## src/rtl/pcap_pkg.sv

```systemverilog
package pcap_pkg;
  typedef enum logic [1:0] {
    ST_PAUSED,
    ST_ARMED,
    ST_ACTIVE,
    ST_TAIL
  } cap_state_e;
endpackage

```

## src/rtl/pcap_rate_div.sv

```systemverilog
module pcap_rate_div #(
  parameter int DIV_W   = 8,
  parameter int MIN_DIV = 5
) (
  input  logic             clk_i,
  input  logic             rst_ni,
  input  logic             gate_i,
  input  logic [DIV_W-1:0] div_i,
  output logic             tick_o
);
  logic [DIV_W-1:0] cnt_q;
  logic [DIV_W-1:0] period;

  always_comb begin
    period = (div_i < DIV_W'(MIN_DIV)) ? DIV_W'(MIN_DIV) : div_i;
    tick_o = gate_i && (cnt_q == '0);
  end

  // restart phase at every window so the first sample lands on its first cycle
  always_ff @(posedge clk_i or negedge rst_ni) begin
    if (!rst_ni)                      cnt_q <= '0;
    else if (!gate_i)                 cnt_q <= '0;
    else if (cnt_q >= period - 1'b1)  cnt_q <= '0;
    else                              cnt_q <= cnt_q + 1'b1;
  end
endmodule

```

## src/rtl/pcap_gate_fsm.sv

```systemverilog
module pcap_gate_fsm
  import pcap_pkg::*;
#(
  parameter int DLY_W = 8,
  parameter int GRP_W = 8
) (
  input  logic             clk_i,
  input  logic             rst_ni,
  input  logic             pulse_i,
  input  logic             start_i,
  input  logic [DLY_W-1:0] delay_i,
  input  logic [GRP_W-1:0] group_size_i,
  output logic             gate_o,
  output logic             stop_o,
  output logic             paused_o
);
  cap_state_e       state_q, state_d;
  logic             pulse_q;
  logic [DLY_W-1:0] dly_q, dly_d;
  logic [GRP_W-1:0] grp_q, grp_d;
  logic [GRP_W:0]   grp_nxt;
  logic             stop;

  always_comb begin
    state_d = state_q;
    dly_d   = dly_q;
    grp_d   = grp_q;
    stop    = 1'b0;
    grp_nxt = {1'b0, grp_q} + 1'b1;
    unique case (state_q)
      ST_PAUSED: ;
      ST_ARMED:  if (pulse_i && !pulse_q) state_d = ST_ACTIVE;
      ST_ACTIVE: begin
        if (!pulse_i) begin
          if (delay_i == '0) stop = 1'b1;
          else begin
            state_d = ST_TAIL;
            dly_d   = delay_i;
          end
        end
      end
      ST_TAIL: begin
        if (pulse_i)            state_d = ST_ACTIVE;
        else if (dly_q <= 1)    stop    = 1'b1;
        else                    dly_d   = dly_q - 1'b1;
      end
      default: state_d = ST_PAUSED;
    endcase
    if (stop) begin
      grp_d   = grp_nxt[GRP_W-1:0];
      state_d = (grp_nxt >= {1'b0, group_size_i}) ? ST_PAUSED : ST_ARMED;
    end
    if (start_i) begin
      state_d = ST_ARMED;
      grp_d   = '0;
    end
  end

  always_ff @(posedge clk_i or negedge rst_ni) begin
    if (!rst_ni) begin
      state_q <= ST_PAUSED;
      pulse_q <= 1'b0;
      dly_q   <= '0;
      grp_q   <= '0;
    end else begin
      state_q <= state_d;
      pulse_q <= pulse_i;
      dly_q   <= dly_d;
      grp_q   <= grp_d;
    end
  end

  assign gate_o   = (state_q == ST_ACTIVE) || (state_q == ST_TAIL);
  assign stop_o   = stop && !start_i;
  assign paused_o = (state_q == ST_PAUSED);
endmodule

```

## src/rtl/pcap_addr_ctr.sv

```systemverilog
module pcap_addr_ctr #(
  parameter int AW = 10
) (
  input  logic          clk_i,
  input  logic          rst_ni,
  input  logic          start_i,
  input  logic          tick_i,
  input  logic          stop_i,
  output logic          we_o,
  output logic [AW-1:0] addr_o,
  output logic [AW:0]   end_addr_o,
  output logic          end_valid_o,
  output logic          overflow_o
);
  logic [AW:0] wr_q, wr_nxt;
  logic        full;

  // count saturates at 2**AW; the MSB doubles as the full flag
  assign full   = wr_q[AW];
  assign we_o   = tick_i && !full;
  assign wr_nxt = wr_q + {{AW{1'b0}}, we_o};
  assign addr_o = wr_q[AW-1:0];

  always_ff @(posedge clk_i or negedge rst_ni) begin
    if (!rst_ni) begin
      wr_q        <= '0;
      overflow_o  <= 1'b0;
      end_addr_o  <= '0;
      end_valid_o <= 1'b0;
    end else if (start_i) begin
      wr_q        <= '0;
      overflow_o  <= 1'b0;
      end_valid_o <= 1'b0;
    end else begin
      wr_q        <= wr_nxt;
      end_valid_o <= stop_i;
      if (tick_i && full) overflow_o <= 1'b1;
      if (stop_i)         end_addr_o <= wr_nxt;
    end
  end
endmodule

```

## src/rtl/pulse_capture_ctrl.sv

```systemverilog
module pulse_capture_ctrl #(
  parameter int CLK_HZ        = 100_000_000,
  parameter int MAX_SAMPLE_HZ = 20_000_000,
  parameter int DIV_W         = 8,
  parameter int DLY_W         = 8,
  parameter int GRP_W         = 8,
  parameter int AW            = 10,
  parameter int DW            = 8
) (
  input  logic             clk_i,
  input  logic             rst_ni,
  input  logic             pulse_i,
  input  logic             group_start_i,
  input  logic [DIV_W-1:0] rate_div_i,
  input  logic [DLY_W-1:0] delay_i,
  input  logic [GRP_W-1:0] group_size_i,
  input  logic [DW-1:0]    adc_data_i,
  output logic             sample_en_o,
  output logic             ram_we_o,
  output logic [AW-1:0]    ram_addr_o,
  output logic [DW-1:0]    ram_data_o,
  output logic [AW:0]      end_addr_o,
  output logic             end_valid_o,
  output logic             paused_o,
  output logic             overflow_o
);
  localparam int MIN_DIV = (CLK_HZ + MAX_SAMPLE_HZ - 1) / MAX_SAMPLE_HZ;

  logic gate, stop, tick;

  pcap_gate_fsm #(.DLY_W(DLY_W), .GRP_W(GRP_W)) u_fsm (
    .clk_i        (clk_i),
    .rst_ni       (rst_ni),
    .pulse_i      (pulse_i),
    .start_i      (group_start_i),
    .delay_i      (delay_i),
    .group_size_i (group_size_i),
    .gate_o       (gate),
    .stop_o       (stop),
    .paused_o     (paused_o)
  );

  pcap_rate_div #(.DIV_W(DIV_W), .MIN_DIV(MIN_DIV)) u_div (
    .clk_i  (clk_i),
    .rst_ni (rst_ni),
    .gate_i (gate),
    .div_i  (rate_div_i),
    .tick_o (tick)
  );

  pcap_addr_ctr #(.AW(AW)) u_addr (
    .clk_i       (clk_i),
    .rst_ni      (rst_ni),
    .start_i     (group_start_i),
    .tick_i      (tick),
    .stop_i      (stop),
    .we_o        (ram_we_o),
    .addr_o      (ram_addr_o),
    .end_addr_o  (end_addr_o),
    .end_valid_o (end_valid_o),
    .overflow_o  (overflow_o)
  );

  assign sample_en_o = tick;
  assign ram_data_o  = adc_data_i;
endmodule

```

## config.mk

```make
export PLATFORM = sky130hd
export DESIGN_NAME = pulse_capture_ctrl
export DESIGN_NICKNAME = d
export VERILOG_FILES = /design/src/rtl/pcap_pkg.sv /design/src/rtl/pcap_rate_div.sv /design/src/rtl/pcap_gate_fsm.sv /design/src/rtl/pcap_addr_ctr.sv /design/src/rtl/pulse_capture_ctrl.sv
export SDC_FILE = /design/constraint.sdc
export NUM_CORES = 1
export LEC_CHECK = 0
export CAP_MARGIN = 20
export CORE_MARGIN = 3
export CORE_UTILIZATION = 60
export CTS_CLUSTER_SIZE = 14
export DETAILED_ROUTE_END_ITERATION = 7
export DONT_BUFFER_PORTS = 1
export MAX_ROUTING_LAYER = met4
export PLACE_DENSITY = 0.76
export SLEW_MARGIN = 20
export SYNTH_ARGS = -nofsm -noshare
export SYNTH_HDL_FRONTEND = slang
export SYNTH_HIERARCHICAL = 1
export SYNTH_SLANG_ARGS = --single-unit
```

## constraint.sdc

```tcl
create_clock -name clk_i -period 3.1 [get_ports clk_i]
set_clock_uncertainty 0.2 [all_clocks]
set_input_delay 0.62 -clock clk_i [delete_from_list [all_inputs] [get_ports clk_i]]
set_output_delay 0.62 -clock clk_i [all_outputs]
set_load 0.05 [all_outputs]
```

==> run summary <==
core area = 5270 µm²
Synth Area in Adders = 10.45%
DRC Markers = 0
Setup WS post-layout = 189.6 ps
total grt overflow = 0
sequential area share after synthesis = 38.07%
Synth Area in Compound Gates = 16.50%
Synth top area share = 38.07%
root buf cell = clkbuf_8
routed vias/inst = 5.979
Clock Pin Slew Worst Setup and Hold Paths = 90 ps
htree depth = 2
RSZ-0062 raised after global routing = no
dpl hpwl = 4794 µm
P per Cell Area = 578.1 nW/µm²
Netlist Area Pre-Place = 3352 µm²
Placed Cells = 412
CTS tree = yes
row cnt = 26
Final ANT Viol Nets = 0
status = finished, final reports clean
Die W = 80.75 µm
XOR/XNOR Fraction of Synth Area = 4.442%
CTS sink cnt = 51
vias in the first global route = 2444
Worst slew margin = 50.76%
fin crit share = 93.88%
Worst EP arrival = 2910 ps
# diodes = 0
number of synthesized flops with an enable pin = 0
total wire length = 6653 µm
Setup WS pre-CTS = -150.8 ps
Mapped Avg Cell Area = 9.389 µm²
chip height = 80.75 µm
First DRT Iteration DRCs = 125
TritonCTS Buffers = 5
YS warnings = 6
Clk Latency, worst-skew pair = 300 ps
layout cells sized above 1 = 16.19%
Synth Area in Simple Gates = 21.09%
Worst Tran Pin Value = 733.7 ps
GRT Util Overall = 22.11%
Core Util, Final = 68.47%
Worst Path Required = 3100 ps
synth unique cells = 55
Commonest cells post-synth = dfrtp_1, nand2_1, ha_1
Post-DP Area = 3426 µm²
count leader, synth = dfrtp_1
final setup vio count = 0
Critical R2R Launch = u_fsm/grp_q[0]$_DFFE_PN0N_
Period minus WS final = 2910 ps
mux contribution to synthesized area = 1.493%
R2R Setup Slk = 350 ps
Final Cell Area = 3608 µm²
endpoint type of the worst setup path = flop
Worst Hold Class = in2reg
fin cells = 422
flops & latches, synth = 51
PortBufs = 0
Slew Viols, Final = 0
Synth area leaders = dfrtp_1, ha_1, buf_4
area leader, netlist = dfrtp_1
WHS = 150.7 ps
# Max-Cap Violations = 0
Die Area = 6520 µm²
largest net degree at the start of global routing = 52
syn_nets = 421
final hold violation count = 0
Routed WL per cell = 15.77 µm
VDD IR-drop max = 0.0002959 V
R2R depth = 9
worst setup path category = in2reg
Starting Density = 63.60%
gpl congestion = 0.8174
Fmax = 0.3436 GHz
hold path depth = 0
Synth async-reset ratio = 100.0%
Gate Count Post-Synth = 357
Layout area overhead = 7.652%
CP Launch Type = input port
First-pass DRT Iterations = 4
via count = 2523
I/O Pins = 70
hold path start = pulse_i
Final #Nets = 415
first-pass GRT wire length = 11080 µm
largest family of logic cells by synthesized area = simple AND/OR/NAND/NOR gates
Top FF cell, synth = dfrtp_1
crit-path max FO = 8
Leakage Power = 1.563 nW
Reg2Reg Capture Point = u_fsm/state_q[0]$_DFFE_PN0P_
Clock Path Buffers = 2
initial antenna violation count = 0
Hold EP = u_fsm/pulse_q$_DFF_PN0_
-- critical path, stage by stage --
cell       delay, ps
nor3_4           180
nand2_1           80
o21ai_0          170
ha_1             180
or3b_1           390
nor3_2           150
mux2i_1          200
ha_1             250
nand2_1          160
o2111ai_4        240
a211oi_1         290
-- registers in the layout (all words and copies together) (netlist names) --
| register | count |
|---|---|
| u_addr/end_valid_o | 1 |
| u_fsm/pulse_q | 1 |
| u_fsm/dly_q | 8 |
| u_div/cnt_q | 8 |
| u_addr/wr_q | 11 |
| u_addr/end_addr_o | 11 |
| u_fsm/state_q | 2 |
| u_addr/overflow_o | 1 |
| u_fsm/grp_q | 8 |
-- per-stage QoR --
step	TNS (ps)	power [mW]
floorplan	-1577	1.476
global placement	-228.1	1.572
detailed placement	-1023	1.591
CTS	0	2.079
global route	0	2.228
finish	0	2.086
-- kinds of logic after synthesis --
group,count (synthesis)
AND/OR/NAND/NOR,126
AO/OA/AOI/OAI,82
flip-flops,51
buffers and inverters,48
adder cells (fa/ha/maj),28
XOR/XNOR,17
multiplexers,5
-- routing by layer --
| metal | share of wire (%) | vias up | wire (µm) | global-route usage, % |
|---|---|---|---|---|
| met1 | 47 | 1198 | 3094 | 29.45 |
| li1 | - | 1261 | - | - |
| met5 | 0 | - | 0 | - |
| met2 | 47 | 54 | 3158 | 34.85 |
| met4 | 1.2 | 0 | 80 | 5.574 |
| met3 | 4.8 | 10 | 319 | 4.545 |
-- worst max-delay path by stage --
stage,from,endpoint,slack (ps),cells after the start
5_1_grt,rate_div_i[7],u_div/cnt_q[6]$_DFF_PN0_,20,11
6_report,rate_div_i[7],u_div/cnt_q[1]$_DFF_PN0_,190,11
3_5_place_dp,rate_div_i[7],u_div/cnt_q[6]$_DFF_PN0_,-150,11
2_1_floorplan,u_div/cnt_q[6]$_DFF_PN0_,u_addr/end_addr_o[10]$_DFFE_PN0P_,-230,8
3_3_place_gp,rate_div_i[7],u_div/cnt_q[5]$_DFF_PN0_,-40,11
4_1_cts,rate_div_i[7],u_div/cnt_q[2]$_DFF_PN0_,160,11
-- cells in the final DEF, fill, tap and decap left out, types with 8 or more instances in the layout --
| cell type | count |
|---|---|
| dfrtp_1 | 51 |
| nand2_1 | 30 |
| ha_1 | 26 |
| nor2_1 | 25 |
| inv_1 | 20 |
| o21ai_0 | 17 |
| a21oi_1 | 17 |
| nand3_1 | 16 |
| buf_4 | 12 |
| xnor2_1 | 9 |
| a211oi_1 | 9 |
| or3_1 | 8 |
| xor2_1 | 8 |
-- timing repair --
item / CTS / global route
resized for setup: 0 / 5
hold buffers: 2 / 0
hold endpoints to repair: 51 / 0
buffers inserted: 0 / 0
endpoints found under the setup margin: 0 / 8
-- area by class of cell --
class	count	area (µm²)
inverter	21	78.83
multi-input combinational	258	1926
timing repair buffer	14	127.6
clock buffer	5	68.82
clock inverter	3	43.79
tap	70	87.58
fill	430	1662
sequential	51	1276
-- power breakdown --
group	switching [mW]	total [mW]	internal, mW
combinational	0.446	0.743	0.297
sequential	0.132	0.878	0.746
clock	0.224	0.465	0.241
Power figures use the tool's default switching activity.
